$ cat config.mk
export PLATFORM = sky130hd
export DESIGN_NAME = addsub_unit
export DESIGN_NICKNAME = d
export VERILOG_FILES = /design/src/rtl/addsub_pkg.sv /design/src/rtl/addsub_cell.sv /design/src/rtl/addsub_opsel.sv /design/src/rtl/addsub_ripple.sv /design/src/rtl/addsub_ovf.sv /design/src/rtl/addsub_unit.sv
export SDC_FILE = /design/constraint.sdc
export NUM_CORES = 1
export LEC_CHECK = 0
export BUFFER_PORTS_ARGS = -buffer_cell sky130_fd_sc_hd__buf_2
export CORE_ASPECT_RATIO = 1.4
export CORE_UTILIZATION = 45
export DETAILED_ROUTE_END_ITERATION = 10
export GPL_ROUTABILITY_DRIVEN = 0
export PLACE_DENSITY = 0.82
export SLEW_MARGIN = 5
export SYNTH_ARGS = -nofsm -noshare
export SYNTH_HDL_FRONTEND = slang
export SYNTH_SLANG_ARGS = --single-unit
export TNS_END_PERCENT = 30
$ cat constraint.sdc
create_clock -name vclk -period 16.8
set_clock_uncertainty 0.05 [all_clocks]
set_input_delay 0 -clock vclk [all_inputs]
set_output_delay 0 -clock vclk [all_outputs]
set_load 0.02 [all_outputs]
$ cat src/rtl/addsub_pkg.sv
// Package: shared widths and flag bundle for the adder/subtractor.
// Assumes the immediate is narrower than the data word.
package addsub_pkg;
    localparam int unsigned WORD_W = 32;
    localparam int unsigned IMM_W  = 16;

    // Status bundle carried from the arithmetic core to the top ports.
    typedef struct packed {
        logic carry;
        logic ovf;
        logic exc;
    } flags_t;
endpackage

$ cat src/rtl/addsub_cell.sv
// Module: one full-adder bit of the ripple chain.
// Assumes nothing beyond single-bit inputs; purely combinational.
module addsub_cell (
    input  logic a_bit,
    input  logic b_bit,
    input  logic c_in,
    output logic s_bit,
    output logic c_out
);
    logic half_x;

    // Sum and carry of one bit position.
    always_comb begin
        half_x = a_bit ^ b_bit;
        s_bit  = half_x ^ c_in;
        c_out  = (a_bit & b_bit) | (c_in & half_x);
    end
endmodule

$ cat src/rtl/addsub_opsel.sv
// Module: picks the second operand (register or sign-extended immediate)
// and produces its inverted form for subtraction.
// Assumes IMM_W < DATA_W.
module addsub_opsel #(
    parameter int unsigned DATA_W = 32,
    parameter int unsigned IMM_W  = 16
) (
    input  logic [DATA_W-1:0] reg_b,
    input  logic [IMM_W-1:0]  imm,
    input  logic              pick_imm,
    input  logic              do_sub,
    output logic [DATA_W-1:0] b_sel,
    output logic [DATA_W-1:0] b_feed
);
    logic [DATA_W-1:0] imm_wide;

    // Sign extension: low bits pass, upper bits copy the immediate's MSB.
    for (genvar gi = 0; gi < DATA_W; gi++) begin : g_ext
        if (gi < IMM_W) begin : g_low
            assign imm_wide[gi] = imm[gi];
        end else begin : g_high
            assign imm_wide[gi] = imm[IMM_W-1];
        end
    end

    // Operand choice and conditional inversion for subtraction.
    always_comb begin
        b_sel  = pick_imm ? imm_wide : reg_b;
        b_feed = do_sub ? ~b_sel : b_sel;
    end

    // Guard the extension: the top bits of a selected immediate agree with its sign.
    always_comb begin
        if (pick_imm) begin
            p_imm_ext_r7: assert (b_sel[DATA_W-1:IMM_W] == {(DATA_W-IMM_W){imm[IMM_W-1]}})
                else $error("immediate not sign-extended");
        end
    end
endmodule

$ cat src/rtl/addsub_ripple.sv
// Module: DATA_W-bit ripple-carry chain of full-adder cells.
// Assumes carry enters at bit 0 and leaves from the top cell.
module addsub_ripple #(
    parameter int unsigned DATA_W = 32
) (
    input  logic [DATA_W-1:0] a_in,
    input  logic [DATA_W-1:0] b_in,
    input  logic              c_first,
    output logic [DATA_W-1:0] s_out,
    output logic              c_last
);
    logic [DATA_W:0] chain;

    assign chain[0] = c_first;

    for (genvar gi = 0; gi < DATA_W; gi++) begin : g_bit
        addsub_cell u_cell (
            .a_bit (a_in[gi]),
            .b_bit (b_in[gi]),
            .c_in  (chain[gi]),
            .s_bit (s_out[gi]),
            .c_out (chain[gi+1])
        );
    end

    assign c_last = chain[DATA_W];
endmodule

$ cat src/rtl/addsub_ovf.sv
// Module: signed overflow from sign relationships of A, B (before
// inversion) and the result. Carry is deliberately not an input.
module addsub_ovf (
    input  logic sgn_a,
    input  logic sgn_b,
    input  logic sgn_r,
    input  logic do_sub,
    output logic ovf_flag
);
    logic signs_match;
    logic sign_flipped;

    // Sign-rule detector for both add and subtract.
    always_comb begin
        signs_match  = (sgn_a == sgn_b);
        sign_flipped = (sgn_r != sgn_a);
        ovf_flag     = (do_sub ? !signs_match : signs_match) && sign_flipped;
    end

    // Addition of opposite-sign operands can never overflow.
    always_comb begin
        if (!do_sub && (sgn_a != sgn_b)) begin
            p_no_overflow_r3: assert (!ovf_flag) else $error("overflow on mixed-sign add");
        end
    end
endmodule

$ cat src/rtl/addsub_unit.sv
// Module: top of the two's complement adder/subtractor.
// Combinational; no state, so no clock or reset is needed.
// Assumes the caller acts on exc_req in the same cycle.
module addsub_unit #(
    parameter int unsigned DATA_W = addsub_pkg::WORD_W,
    parameter int unsigned IMM_W  = addsub_pkg::IMM_W
) (
    input  logic [DATA_W-1:0] opnd_a,
    input  logic [DATA_W-1:0] opnd_b,
    input  logic [IMM_W-1:0]  imm16,
    input  logic              use_imm,
    input  logic              sub_sel,
    input  logic              trap_en,
    output logic [DATA_W-1:0] result,
    output logic              carry_out,
    output logic              ovf,
    output logic              exc_req
);
    import addsub_pkg::*;

    localparam int unsigned MSB = DATA_W - 1;

    logic [DATA_W-1:0] b_chosen;
    logic [DATA_W-1:0] b_to_chain;
    logic [DATA_W-1:0] sum_w;
    logic              c_top;
    logic              ovf_w;
    flags_t            flg;

    addsub_opsel #(.DATA_W(DATA_W), .IMM_W(IMM_W)) u_opsel (
        .reg_b    (opnd_b),
        .imm      (imm16),
        .pick_imm (use_imm),
        .do_sub   (sub_sel),
        .b_sel    (b_chosen),
        .b_feed   (b_to_chain)
    );

    addsub_ripple #(.DATA_W(DATA_W)) u_chain (
        .a_in    (opnd_a),
        .b_in    (b_to_chain),
        .c_first (sub_sel),
        .s_out   (sum_w),
        .c_last  (c_top)
    );

    addsub_ovf u_ovf (
        .sgn_a    (opnd_a[MSB]),
        .sgn_b    (b_chosen[MSB]),
        .sgn_r    (sum_w[MSB]),
        .do_sub   (sub_sel),
        .ovf_flag (ovf_w)
    );

    // Bundle the status and apply the per-operation trap policy.
    always_comb begin
        flg.carry = c_top;
        flg.ovf   = ovf_w;
        flg.exc   = ovf_w & trap_en;
    end

    // Drive the top ports.
    always_comb begin
        result    = sum_w;
        carry_out = flg.carry;
        ovf       = flg.ovf;
        exc_req   = flg.exc;
    end

    // Cross-check the ripple chain against behavioural arithmetic.
    always_comb begin
        if (!sub_sel) begin
            p_add_value_r1: assert ({carry_out, result} == ({1'b0, opnd_a} + {1'b0, b_chosen}))
                else $error("ripple sum mismatch");
        end else begin
            p_sub_value_r2: assert (result == DATA_W'(opnd_a - b_chosen) && carry_out == (opnd_a >= b_chosen))
                else $error("ripple difference mismatch");
        end
    end

    // No exception request may leave the unit when trapping is off.
    always_comb begin
        if (!trap_en) begin
            p_no_trap_r8: assert (!exc_req) else $error("exception with trap disabled");
        end
    end
endmodule

==> results of run 1 <==
cells in the mapped netlist:
cell type  count  share of area [%]
a21oi_1        6                1.6
a21oi_2       10                4.8
fa_1          31                 34
mux2i_4        1                1.2
nand2b_1       2               0.68
xnor2_2        1               0.89
xnor2_1        2               0.96
o311ai_0       1               0.48
buf_2          4                1.1
and2_4         1               0.48
nor4bb_1       2                1.1
xor2_1        29                 14
mux2i_1       18                9.8
and4b_1        1               0.55
buf_4         34                 14
nand2_1        2               0.41
inv_1         60                 12
buf_6          3                1.8
final cells by class:
| type | instances | share of cell area [%] |
|---|---|---|
| inverter | 60 | 10.4 |
| multi-input combinational | 107 | 59.6 |
| tap | 43 | 2.48 |
| timing repair buffer | 119 | 27.5 |
power by group through the flow:
stage | combinational [µW] | clock, µW | sequential (µW)
2_1_floorplan | 132 | 0 | 0
3_3_place_gp | 136 | 0 | 0
3_5_place_dp | 140 | 0 | 0
4_1_cts | 141 | 0 | 0
5_1_grt | 155 | 0 | 0
6_report | 138 | 0 | 0
worst paths after layout:
path,slack [ps],endpoint,depth (start not counted),startpoint
max,2810,exc_req,39,use_imm
min,260,result[0],3,opnd_a[0]
cell families (layout without fill, tap and decap cells):
group,Yosys count,count (layout),share of synthesized area [%]
muxes,19,19,11.1
xor gates and xnor gates,32,32,15.7
buffers and inverters,101,179,29.2
adders and majority gates,31,31,33.9
AOI/OAI and AO/OA,17,17,6.90
and+or+nand+nor,8,8,3.21
tightest hold or removal path: cells and delay by family:
family                 cells  cell delay, ps
XOR/XNOR                   1              60
buffers and inverters      2             250
metrics by stage:
step	utilization, %	std cells
finish	55.5	329
CTS	55.5	329
global placement	55.5	329
detailed placement	55.5	329
floorplan	-	208
global route	55.5	329
metal layers:
| metal | share of wire [%] | routed length [µm] |
|---|---|---|
| met2 | 61 | 2250 |
| met3 | 5.8 | 215 |
| met4 | 0.62 | 23 |
| met5 | 0 | 0 |
| met1 | 33 | 1220 |
==> metrics, run 1 <==
status=completed; CP required=16,750 ps; sequential power share=0%; pre-CTS worst setup slack=2800 ps; clk_buf instances=0; met1 global-route usage=17.2%; Final Setup Violations=0; logic gate share of total power=100.0%; Cell Area, Synth=1830 µm²; commonest non-fill, non-tap cell in the layout=buf_2; cell family contributing the most delay on the critical path=adder cells; DRC=0; ANT cells=0; max cap viols=0; startpoint type of the worst setup path=input pin; most frequent cells in the layout=buf_2, inv_1, fa_1, xor2_1, mux2i_1; cells after synthesis=208; Nets=around 400; Layout fillers=396; final hold viol count=0; Final Cell Area=2170 µm²; area post-placement=2170 µm²; grt ovf=0; Ys Warns=0; Chip Height=77.5 µm; die area=4330 µm²; Post-Route WL=3710 µm; drt first pass iters=4; Switching Share=a little over 60%; I/O pin count=118; Buf+Inv Stages, Crit Path=3; final period utilization=a little over four fifths; Slew @ Worst Pin=645 ps; number of post-CTS setup repair buffers=0; worst hold slack=~260 ps; hold buffers post-CTS=0; Wirelength per Cell=~11 µm; Seq/Total Area, Yosys=0%; syn nets=322; FF+latch area=0 µm²; VDD IR max=approximately 0.047 mV; power density over cell area=63.7 nW/µm²; Crit. End Element=output pin; Crit path largest cell delay=480 ps; Max Fclk=just over 0.07 GHz; GR peak layer=met2; leakage=around 0.0013 µW; vias in the first global route=roughly 1,600; Starting Density=46.7%; largest net degree at the start of global routing=37; P_int=53.5 µW; total track usage=around 18%; Netlist cell types=18; met2 Use GR=38.8%; standard-cell rows=27; Core ar.=roughly 4000 µm²; Total Neg Setup Slack=0 ps; worst-path fanout max=18; CP Class=in -> out; DRT antenna net count=0; Avg Cell Area, Syn=about 8.8 µm²; Most common cell on crit path=fa_1; number of port buffers=118; via count=1,495; Via density=4.54; Sw Pwr=84.8 µW; crit path max-delay cell type=fa_1; final critical-path required period=~14,000 ps; cts repair resizes=0; first-pass GRT wire length=6310 µm; met3 GRT Util=1.83%; hpwl dp=3320 µm; Area Growth Syn to Fin=18.7%; Overall Power=about 140 µW; DRT iter0 DRCs=30; RSZ-0062 raised after global routing=no; power share of the clock group=0%; Worst Hold Class=in -> out; layout cell share with drive strength beyond 1=46.2%; initial antenna violation count=0; max-slew violations=0; Worst slew margin=between 50% and 60%; PnR worst setup slack=2810 ps; crit path DAT=13,940 ps; Die W=55.9 µm; Seq Cell Count=0; multi-input gate area in the final layout=1300 µm²
(Power assumes the default switching activity.)
==> run 2, diff against run 1 <==
--- a/config.mk
+++ b/config.mk
@@ -5,6 +5,7 @@
 export SDC_FILE = /design/constraint.sdc
 export NUM_CORES = 1
 export LEC_CHECK = 0
+export ABC_AREA = 1
 export BUFFER_PORTS_ARGS = -buffer_cell sky130_fd_sc_hd__buf_2
 export CORE_ASPECT_RATIO = 1.4
 export CORE_UTILIZATION = 45
==> constraint.sdc (replaced) <==
create_clock -name vclk -period 13.1
set_clock_uncertainty 0.05 [all_clocks]
set_input_delay 0 -clock vclk [all_inputs]
set_output_delay 0 -clock vclk [all_outputs]
set_load 0.02 [all_outputs]
==> metrics, run 2 <==
sequential power share=0% (unchanged); Switching Share=61.2% (-0.082 points); hold path depth=4 (+1); Synth top cells by count=inv_1, nand2_1, buf_4; multi-input gate area in the final layout=1360 µm² (+4.8%); initial antenna violation count=0 (unchanged); Core ar.=3990 µm² (+1.7%); die area=4490 µm² (+3.6%); Wirelength per Cell=11.1 µm (-1.2%); first-pass GRT wire length=6740 µm (+6.9%); Avg Cell Area, Syn=7.47 µm² (-15%); Die W=56.9 µm (+1.8%); PnR worst setup slack=423 ps (-2390 ps); Chip Height=78.8 µm (+1.8%); Seq/Total Area, Yosys=0% (unchanged); P_int=72.7 µW (+36%); syn nets=368 (+14%); I/O pin count=118 (unchanged); Area Growth Syn to Fin=22.8%; Netlist cell types=17 (-1); Max Fclk=roughly 0.079 GHz; hold_sp=trap_en; # placed instances=382 (+16%); crit path DAT=12,630 ps (-1310 ps); startpoint type of the worst setup path=input pin; leakage=0.00143 µW (+8.9%); Crit path largest cell delay=410 ps (-70 ps); number of port buffers=118 (unchanged); final hold viol count=0 (unchanged); drt first pass iters=7 (+3); Seq Cell Count=0 (unchanged); most frequent cells in the layout=buf_2, inv_1, nand2_1, xor2_1, fa_2; ANT cells=0 (unchanged); post-synth top area cell=fa_1; cells after synthesis=254 (+22%); Crit. End Element=output pin; via count=1,721 (+15%); grt ovf=0 (unchanged); Post-Route WL=4250 µm (+15%); Starting Density=47.6% (+0.90 points); Sw Pwr=115 µW (+35%); DRT antenna net count=0 (unchanged); Via density=4.51 (-0.85%); Cell Area, Synth=1900 µm² (+3.7%); DRC=22 (+22); Slew @ Worst Pin=290 ps (-354 ps); Most common cell on crit path=fa_2; clk_buf instances=0 (unchanged); hold buffers post-CTS=0 (unchanged); Layout Utilization=58.5% (+3.0 points); final critical-path required period=12,680 ps; Endpoint, Worst Hold=exc_req; vias in the first global route=1,660 (+4.4%); largest net degree at the start of global routing=20 (-46%); max-slew violations=0 (unchanged); worst-path fanout max=9 (-9); layout cell share with drive strength beyond 1=49.0% (+2.8 points); failing checks=design-rule violations; hpwl dp=3750 µm (+13%); Buf+Inv Stages, Crit Path=5 (+2); pre-CTS worst setup slack=-508 ps (-3300 ps); most frequent cell after synthesis=inv_1; total track usage=18.5% (+0.89 points); Worst Hold Class=in -> out; VDD IR max=0.0522 mV (+11%); crit path max-delay cell type=fa_1; standard-cell rows=27 (unchanged); synth top area cells=fa_1, xor2_1, buf_4; CP Class=in -> out; Final Setup Violations=0 (unchanged); status=finished, violations left; final period utilization=96.8%; power share of the clock group=0% (unchanged); max cap viols=0 (unchanged); Worst slew margin=80.6% (+24 points); commonest non-fill, non-tap cell in the layout=buf_2; CP required=13,050 ps (-3700 ps); Ys Warns=0 (unchanged); FF+latch area=0 µm² (unchanged); cell family contributing the most delay on the critical path=adder cells; Layout fillers=375 (-5.3%); logic gate share of total power=100.0% (about the same); DRT iter0 DRCs=74 (+150%); Nets=455 (+13%); power density over cell area=80.4 nW/µm² (+26%); fin cells=382 (+16%); Synth top area share=32.7% (-1.2 points)
-- run 2: worst max path at each step --
stage | start | end | slack (ps) | depth (start not counted)
3_3_place_gp | use_imm | exc_req | -150 | 43
6_report | use_imm | exc_req | 420 | 44
3_5_place_dp | use_imm | exc_req | -510 | 43
2_1_floorplan | use_imm | exc_req | 40 | 42
4_1_cts | use_imm | exc_req | 50 | 44
5_1_grt | use_imm | exc_req | -0.7 | 44
-- run 2: layer usage --
metal,track usage (%),share of wire [%],wire (µm),vias to the layer above
li1,-,-,-,849
met1,19.3,34,1440,784
met2,39.6,58,2480,80
met3,0.651,6.1,258,8
met4,2.93,1.6,67,0
met5,0,0,0,-
-- run 2: cell families (layout without fill, tap and decap cells) --
family                     count (synthesis)  in the layout  synth area share [%]
adders and majority gates                 31             31                  32.7
AOI/OAI and AO/OA                         17             17                  7.65
and+or+nand+nor                           66             66                  14.4
xor gates and xnor gates                  31             31                  14.3
buffers and inverters                    109            194                  30.9
-- run 2: cell type report --
cell class | count | area share, %
inverters | 68 | 11.3
multi-input cells | 145 | 58.3
well taps | 43 | 2.31
repair buffers | 126 | 28.1
-- run 2: repair_timing --
action / CTS / global route
endpoints found under the hold margin: 0 / 0
endpoints found under the setup margin: 2 / 2
setup buffers: 0 / 0
pin swaps: 0 / 1
resized for setup: 12 / 9
-- run 2: power by group through the flow --
stage	clock, µW	combinational [µW]	sequential, µW
5_1_grt	0	207	0
6_report	0	188	0
3_5_place_dp	0	184	0
4_1_cts	0	187	0
2_1_floorplan	0	170	0
3_3_place_gp	0	178	0
-- run 2: per-stage QoR --
step | setup TNS (ps) | instance area (µm²) | hold slack (ps) | total power, µW
CTS | 0 | 2310 | 270 | 187
finish | 0 | 2330 | 267 | 188
floorplan | 0 | 1900 | 69.4 | 170
detailed placement | -964 | 2280 | 267 | 184
global placement | -254 | 2280 | 263 | 178
global route | -0.675 | 2330 | 299 | 207
